[config.mk]
export PLATFORM = sky130hd
export DESIGN_NAME = mux_prog_port
export DESIGN_NICKNAME = d
export VERILOG_FILES = /design/src/rtl/mpp_pkg.sv /design/src/rtl/mpp_sync.sv /design/src/rtl/mpp_addr_latch.sv /design/src/rtl/mpp_cycle_ctrl.sv /design/src/rtl/mux_prog_port.sv
export SDC_FILE = /design/constraint.sdc
export NUM_CORES = 1
export LEC_CHECK = 0
export ABC_AREA = 0
export BUFFER_PORTS_ARGS = -buffer_cell sky130_fd_sc_hd__buf_2
export CORE_MARGIN = 3
export CORE_UTILIZATION = 30
export DETAILED_ROUTE_END_ITERATION = 10
export SLEW_MARGIN = 20
export SYNTH_ARGS = -nofsm -noshare
export SYNTH_HDL_FRONTEND = slang
export SYNTH_SLANG_ARGS = --single-unit
[constraint.sdc]
create_clock -name clk -period 4.3 [get_ports clk]
set_input_delay 0.215 -clock clk [delete_from_list [all_inputs] [get_ports clk]]
set_output_delay 0.215 -clock clk [all_outputs]
set_load 0.03 [all_outputs]
[src/rtl/mpp_pkg.sv]
package mpp_pkg;
    // Index of each strobe inside the synchronizer vector
    localparam int unsigned STB_RC  = 0;
    localparam int unsigned STB_OE  = 1;
    localparam int unsigned STB_WE  = 2;
    localparam int unsigned NUM_STB = 3;
endpackage

[src/rtl/mpp_sync.sv]
module mpp_sync #(
    parameter int unsigned W    = 3,
    parameter logic [W-1:0] IDLE = '1
) (
    input  logic         clk,
    input  logic         rst_n,
    input  logic [W-1:0] in_i,
    output logic [W-1:0] rise_o,
    output logic [W-1:0] fall_o
);
    typedef struct packed {
        logic [W-1:0] s1;
        logic [W-1:0] s2;
        logic [W-1:0] prev;
    } sync_t;

    sync_t sync_d, sync_q;

    always_comb begin
        sync_d      = sync_q;
        sync_d.s1   = in_i;
        sync_d.s2   = sync_q.s1;
        sync_d.prev = sync_q.s2;
    end

    always_ff @(posedge clk or negedge rst_n) begin
        if (!rst_n) begin
            sync_q <= '{s1: IDLE, s2: IDLE, prev: IDLE};
        end else begin
            sync_q <= sync_d;
        end
    end

    for (genvar i = 0; i < W; i++) begin : g_edge
        assign rise_o[i] =  sync_q.s2[i] & ~sync_q.prev[i];
        assign fall_o[i] = ~sync_q.s2[i] &  sync_q.prev[i];
    end
endmodule

[src/rtl/mpp_addr_latch.sv]
module mpp_addr_latch #(
    parameter int unsigned ROW_W = 11,
    parameter int unsigned COL_W = 7,
    localparam int unsigned AW   = ROW_W + COL_W
) (
    input  logic             clk,
    input  logic             rst_n,
    input  logic             en_i,
    input  logic [ROW_W-1:0] pins_i,
    input  logic             row_stb_i,
    input  logic             col_stb_i,
    output logic [AW-1:0]    addr_o
);
    logic [AW-1:0] addr_d, addr_q;

    always_comb begin
        addr_d = addr_q;
        if (en_i && row_stb_i) begin
            addr_d[ROW_W-1:0] = pins_i;
        end
        if (en_i && col_stb_i) begin
            addr_d[AW-1:ROW_W] = pins_i[COL_W-1:0];
        end
    end

    always_ff @(posedge clk or negedge rst_n) begin
        if (!rst_n) begin
            addr_q <= '0;
        end else begin
            addr_q <= addr_d;
        end
    end

    assign addr_o = addr_q;
endmodule

[src/rtl/mpp_cycle_ctrl.sv]
module mpp_cycle_ctrl #(
    parameter int unsigned AW = 18,
    parameter int unsigned DW = 8
) (
    input  logic          clk,
    input  logic          rst_n,
    input  logic          active_i,
    input  logic          rd_stb_i,
    input  logic          wr_stb_i,
    input  logic [AW-1:0] addr_i,
    input  logic [DW-1:0] wdata_i,
    input  logic          rsp_valid_i,
    input  logic [DW-1:0] rsp_rdata_i,
    input  logic          ready_bit_i,
    output logic          req_rd_o,
    output logic          req_wr_o,
    output logic [AW-1:0] req_addr_o,
    output logic [DW-1:0] req_wdata_o,
    output logic [DW-1:0] rdata_o,
    output logic          rdy_o
);
    typedef struct packed {
        logic          req_rd;
        logic          req_wr;
        logic [AW-1:0] addr;
        logic [DW-1:0] wdata;
        logic          pend;
        logic [DW-1:0] rdata;
        logic          rdy;
    } ctrl_t;

    ctrl_t ctrl_d, ctrl_q;

    always_comb begin
        ctrl_d        = ctrl_q;
        ctrl_d.req_rd = 1'b0;
        ctrl_d.req_wr = 1'b0;
        ctrl_d.rdy    = active_i ? ready_bit_i : 1'b1;

        // Response for the outstanding read lands first
        if (ctrl_q.pend && rsp_valid_i) begin
            ctrl_d.rdata = rsp_rdata_i;
            ctrl_d.pend  = 1'b0;
        end

        if (active_i && wr_stb_i) begin
            ctrl_d.req_wr = 1'b1;
            ctrl_d.addr   = addr_i;
            ctrl_d.wdata  = wdata_i;
        end

        if (active_i && rd_stb_i) begin
            ctrl_d.req_rd = 1'b1;
            ctrl_d.addr   = addr_i;
            ctrl_d.pend   = 1'b1;
        end
    end

    always_ff @(posedge clk or negedge rst_n) begin
        if (!rst_n) begin
            ctrl_q     <= '0;
            ctrl_q.rdy <= 1'b1;
        end else begin
            ctrl_q <= ctrl_d;
        end
    end

    assign req_rd_o    = ctrl_q.req_rd;
    assign req_wr_o    = ctrl_q.req_wr;
    assign req_addr_o  = ctrl_q.addr;
    assign req_wdata_o = ctrl_q.wdata;
    assign rdata_o     = ctrl_q.rdata;
    assign rdy_o       = ctrl_q.rdy;
endmodule

[src/rtl/mux_prog_port.sv]
module mux_prog_port #(
    parameter int unsigned AP_W  = 11,
    parameter int unsigned COL_W = 7,
    parameter int unsigned DW    = 8,
    localparam int unsigned AW   = AP_W + COL_W
) (
    input  logic            clk,
    input  logic            rst_n,
    input  logic            port_sel_i,
    input  logic            rc_i,
    input  logic            oe_n_i,
    input  logic            we_n_i,
    input  logic [AP_W-1:0] addr_pins_i,
    input  logic [DW-1:0]   data_i,
    output logic [DW-1:0]   data_o,
    output logic            data_oe_o,
    output logic            rdy_o,
    output logic            req_rd_o,
    output logic            req_wr_o,
    output logic [AW-1:0]   req_addr_o,
    output logic [DW-1:0]   req_wdata_o,
    input  logic            rsp_valid_i,
    input  logic [DW-1:0]   rsp_rdata_i,
    input  logic [DW-1:0]   status_i
);
    import mpp_pkg::*;

    localparam int unsigned READY_BIT = DW - 1;

    typedef struct packed {
        logic armed;
        logic active;
    } mode_t;

    mode_t mode_d, mode_q;

    logic [NUM_STB-1:0] stb_raw;
    logic [NUM_STB-1:0] stb_rise;
    logic [NUM_STB-1:0] stb_fall;
    logic [AW-1:0]      addr_cur;
    logic               unused_sig;

    assign stb_raw[STB_RC] = rc_i;
    assign stb_raw[STB_OE] = oe_n_i;
    assign stb_raw[STB_WE] = we_n_i;

    // Interface select is taken once, on the first clock after reset
    always_comb begin
        mode_d = mode_q;
        if (mode_q.armed) begin
            mode_d.active = port_sel_i;
            mode_d.armed  = 1'b0;
        end
    end

    always_ff @(posedge clk or negedge rst_n) begin
        if (!rst_n) begin
            mode_q <= '{armed: 1'b1, active: 1'b0};
        end else begin
            mode_q <= mode_d;
        end
    end

    mpp_sync #(
        .W    (NUM_STB),
        .IDLE ('1)
    ) u_sync (
        .clk    (clk),
        .rst_n  (rst_n),
        .in_i   (stb_raw),
        .rise_o (stb_rise),
        .fall_o (stb_fall)
    );

    mpp_addr_latch #(
        .ROW_W (AP_W),
        .COL_W (COL_W)
    ) u_addr (
        .clk       (clk),
        .rst_n     (rst_n),
        .en_i      (mode_q.active),
        .pins_i    (addr_pins_i),
        .row_stb_i (stb_fall[STB_RC]),
        .col_stb_i (stb_rise[STB_RC]),
        .addr_o    (addr_cur)
    );

    mpp_cycle_ctrl #(
        .AW (AW),
        .DW (DW)
    ) u_ctrl (
        .clk         (clk),
        .rst_n       (rst_n),
        .active_i    (mode_q.active),
        .rd_stb_i    (stb_fall[STB_OE]),
        .wr_stb_i    (stb_rise[STB_WE]),
        .addr_i      (addr_cur),
        .wdata_i     (data_i),
        .rsp_valid_i (rsp_valid_i),
        .rsp_rdata_i (rsp_rdata_i),
        .ready_bit_i (status_i[READY_BIT]),
        .req_rd_o    (req_rd_o),
        .req_wr_o    (req_wr_o),
        .req_addr_o  (req_addr_o),
        .req_wdata_o (req_wdata_o),
        .rdata_o     (data_o),
        .rdy_o       (rdy_o)
    );

    // Bus drive follows the pins directly so release is immediate
    assign data_oe_o = rst_n & mode_q.active & ~oe_n_i & we_n_i;

    assign unused_sig = &{1'b0, stb_rise[STB_OE], stb_fall[STB_WE],
                          status_i[READY_BIT-1:0]};
endmodule

After elaboration in Yosys (flattened, before gate mapping):

Cells that the tools add are included.

* reductions and logical operators: 7
* bitwise operators: 12
* muxes and demuxes: 6

Operators with widths (count)
* $mux 27: 1
* $mux 18: 1
* $mux 9: 1
* $and 1x1->1: 7
* $logic_and 1x1->1: 5
* $not 1->1: 5
* $reduce_bool 2->1: 2
* $mux 1: 3

* output and inout port bits: 38
* word-level logic and storage cells: 39
* register bits after elaboration: 67

Depth between registers and ports, before layout:

* depth in word-level cells: 5
* mapped depth: 4
* depth with buffers taken out: 3

Modules after synthesis:

A second synthesis with hierarchy kept.

* cell total of the unflattened synthesis: 174
* area, all modules: 2771.4 um^2

By module, submodules not included
* mpp_cycle_ctrl: area an instance 1702.9 um^2, sequential area each 952.2 um^2, cells each 115, times used 1
* mpp_addr_latch: area an instance 714.4 um^2, sequential area each 450.4 um^2, cells each 39, times used 1
* mpp_sync: area an instance 274.0 um^2, sequential area each 236.5 um^2, cells each 15, times used 1
* mux_prog_port: area an instance 80.1 um^2, sequential area each 51.3 um^2, cells each 5, times used 1

Worst setup path after synthesis:

Ideal clock, no wire load.

* path kind: register -> register
* start: register u_sync.sync_q (netlist bit u_sync.sync_d[1])
* end: register u_ctrl.ctrl_q (netlist bit u_ctrl.req_addr_o[10])
* slack: 2853 ps
* setup time: 125 ps
* arrival time: 1322 ps
* stages on the path, launching flop included: 5
* buffers on the path: 1
* path through: dfstp_2 > nor2b_4 > o21ai_4 > buf_12 > mux2_4

* longest elaborated chain between the ends: 4

Ends and longest elaborated chain
* start: declaration: RTL line mpp_sync.sv:17 `sync_t sync_d, sync_q;`
* start signal: assignment: RTL line mpp_sync.sv:28 `sync_q <= '{s1: IDLE, s2: IDLE, prev: IDLE};`
* start signal: assignment: RTL line mpp_sync.sv:30 `sync_q <= sync_d;`
* $not 1->1 *: RTL line mpp_sync.sv:36 `assign fall_o[i] = ~sync_q.s2[i] & sync_q.prev[i];`
* $and 1x1->1 *: RTL line mpp_sync.sv:36
* $logic_and 1x1->1 *: RTL line mpp_cycle_ctrl.sv:52 `if (active_i && rd_stb_i) begin`
* $mux 18 or $reduce_bool 2->1 (tied branches)
* end signal: assignment: RTL line mpp_cycle_ctrl.sv:64 `ctrl_q <= ctrl_d;`
* end: declaration: RTL line mpp_cycle_ctrl.sv:32 `ctrl_t ctrl_d, ctrl_q;`

Mark *: on every way between the ends. The rest lies on a longest branch, timed or not.
A chain may end at the register's enable or synchronous reset.

Worst setup path in the final report:

* start: register u_sync.sync_q (netlist bit u_sync.sync_d[1])
* end: register u_ctrl.ctrl_q (netlist bit u_ctrl.req_addr_o[6])

The elaborated chain is that of the path after synthesis.

==> impl_metrics.toml <==
[sta]
fin_crit_ns = 1.79
tightest_slew_ns = 0.831
rsz0062_at_grt = "false"
slew_headroom_pct = 44.6
setup_violations = 0
fin_ws_ns = 2.51
hold_violations = 34
period_share_pct = 41.7
max_freq_mhz = 558
hold_slack_ns = -0.0153
slew_violations = 0
skew_ns = 0.00946
fin_tns_setup_ns = 0

[pwr]
internal-power_mw = 1.26
seqPwrFrac_pct = 45.6
power_frac_clock_pct = 24.5
pwr-share-comb_pct = 29.9
powerDensity_nw_per_um2 = 604
power_mw = 1.90
ir_worst_vdd_mv = 0.223
p_sw_share_pct = 33.6
switchingPower_mw = 0.640
p_leak_nw = 1.50

[outcome]
status = "finished with violations"
violations = "negative hold slack"

[synth]
ys_ff_latch = 67
synth.distinct_cells = 18
synth_xor_area_share_pct = 0
synth_compound_area_share_pct = 0.871
synthAdderAreaFrac_pct = 0
ys_seq_area_share_pct = 61.9
synth-simple-area-share_pct = 2.93
synth_top_family_by_area = "multiplexers"
ys_warn_count = 0
syn-num-nets = 213
synth_cells = 171
synthesis.area_sq_um = 2730
synthMuxAreaShare_pct = 23.2
avgSynthCellArea_sq_um = 16.0

[detailed_routing]
wire_per_inst_microns = 13.3
dr.pass1.iters = 3
drt-initial-drc-count = 16
ant_nets = 0
routed-via-count = 1380
wl_microns = 4420
drc = 0
via_per_inst = 4.14

[critical_path]
path_class = "reg -> reg"
cp-start-kind = "register"
reg2regPathDepth = 3
cp.required_ns = 4.52
cp_max_fo = 18
end_kind = "register"
r2r_start = "u_sync.sync_d[1]$_DFF_PN1_"
r2r-end = "u_ctrl.req_addr_o[6]$_DFFE_PN0P_"
r2r_slack_ns = 2.51
arrival_ns = 2.01

[clock_tree]
clockBufferDepth = 2
ctsHoldBuffers = 3
post_cts_buffers = 0
numCtsBuffers = 9
cts_resized = 0
htreeDepth = 3
cts_tree = "built"
worstSkewPairLatency_ns = 0.34
clk_pin_slew_worst_paths_ns = 0.07
clock_sinks = 67
cts-root-buf = "clkbuf_8"

[floorplanning]
die-area_sq_um = 10300
core_area_sq_um = 8760
die_y_microns = 101
pin_count = 80
rows = 34
die_w_microns = 101
start_util_pct = 31.2

[finish]
syn_to_final_growth_pct = 15.3
drive_gt1_share_pct = 69.8
antennaDiodeCount = 0
fin_nets = 262
layout_commonest_cell = "buf_2"
fin_util_pct = 35.9
layout_common_cells = "buf_2, dfrtp_1, mux2_2, clkbuf_8, dfstp_2"

[global_route]
grt_max_degree = 69
groute.usage.overall_pct = 9.36
overflow = 0
grt_antenna_before_repair = 0
grt_pass1_vias = 1424
grt_pass1_wl_microns = 7150

[min_path]
hold_class = "in -> async"

[job]
maxCapViolations = 0

[place]
pre_cts_ws_ns = 2.48
gp_congestion = 0.632
place.port_buffers = 72
place_hpwl_microns = 2940
## synth_stat cells
cell	n	area share [%]
nand3b_2	1	0.41
conb_1	1	0.14
dfstp_2	11	11
buf_4	36	9.9
inv_1	2	0.28
dfrtp_1	56	51
and2_2	1	0.28
nand2b_1	1	0.23
buf_12	1	0.73
nor2b_4	2	1.0
o21ai_4	1	0.60
nand3b_1	1	0.28
mux2_4	10	5.5
and4b_1	1	0.37
nand2_2	1	0.23
a21o_1	1	0.28
mux2_2	43	18
nand2_1	1	0.14
## flip-flops by register name, indices dropped and copies added (netlist names)
signal              flops
u_sync.sync_q           3
u_sync.sync_d           6
u_ctrl.rdata_o          8
u_ctrl.ctrl_q           1
u_ctrl.req_wr_o         1
u_addr.addr_o          18
u_ctrl.rdy_o            1
u_ctrl.req_rd_o         1
mode_q                  2
u_ctrl.req_wdata_o      8
u_ctrl.req_addr_o      18
## power by group through the flow
stage	Combinational, mW	Sequential (mW)	Clock, mW
global route	0.611	0.888	0.518
global placement	0.571	0.874	0
CTS	0.581	0.871	0.494
detailed placement	0.578	0.882	0
finish	0.570	0.867	0.466
floorplan	0.580	0.862	0
## logic make-up after synthesis
family	after synthesis
multiplexers	53
other	1
buffers and inverters	39
AO/OA/AOI/OAI	2
flip-flops	67
AND/OR/NAND/NOR	9
## cell type report
cell class / count / area (sq um)
clock inverters: 4 / 25.0
multi-input cells: 65 / 742
inverters: 2 / 7.51
repair buffers: 75 / 393
clock buffers: 12 / 155
fillers: 883 / 5620
well taps: 108 / 135
flip-flops and latches: 67 / 1690
## worst max-delay path, stage by stage (launching register included)
cell and delay, ns:
dfstp_2 0.56, nor2b_4 0.05, o21ai_4 0.64, mux2_2 0.41
## stage by stage
| stage | instances | cell area (sq um) | hold WS (ns) |
|---|---|---|---|
| floorplan | 171 | 2730 | -0.0806 |
| global placement | 314 | 2940 | 0.322 |
| detailed placement | 314 | 2940 | 0.323 |
| CTS | 333 | 3150 | 0.00139 |
| global route | 333 | 3150 | 0.0337 |
| finish | 333 | 3150 | -0.0153 |
## how the worst max path moves through the flow
stage                                              endpoint  slack, ns                       start  depth (start not counted)
after CTS                  u_ctrl.req_addr_o[1]$_DFFE_PN0P_       2.48  u_sync.sync_d[1]$_DFF_PN1_                          3
final                      u_ctrl.req_addr_o[6]$_DFFE_PN0P_       2.51  u_sync.sync_d[1]$_DFF_PN1_                          3
after floorplan           u_ctrl.req_addr_o[10]$_DFFE_PN0P_       2.85  u_sync.sync_d[1]$_DFF_PN1_                          4
after detailed placement   u_ctrl.req_addr_o[6]$_DFFE_PN0P_       2.48  u_sync.sync_d[1]$_DFF_PN1_                          3
after global placement    u_ctrl.req_addr_o[17]$_DFFE_PN0P_       2.48  u_sync.sync_d[1]$_DFF_PN1_                          3
after global routing           u_addr.addr_o[1]$_DFFE_PN0P_       2.35       mode_q[0]$_DFFE_PN0P_                          2
## routing by layer
metal  vias to the layer above  wire length (microns)  global-route usage (%)
met5                         -                      0                       0
met4                         0                     59                    4.29
met3                         6                    318                    4.27
met2                        49                   2150                    14.8
met1                       684                   1900                    10.9
li1                        641                      -                       -
No activity file was read; power rests on OpenSTA's default activity.
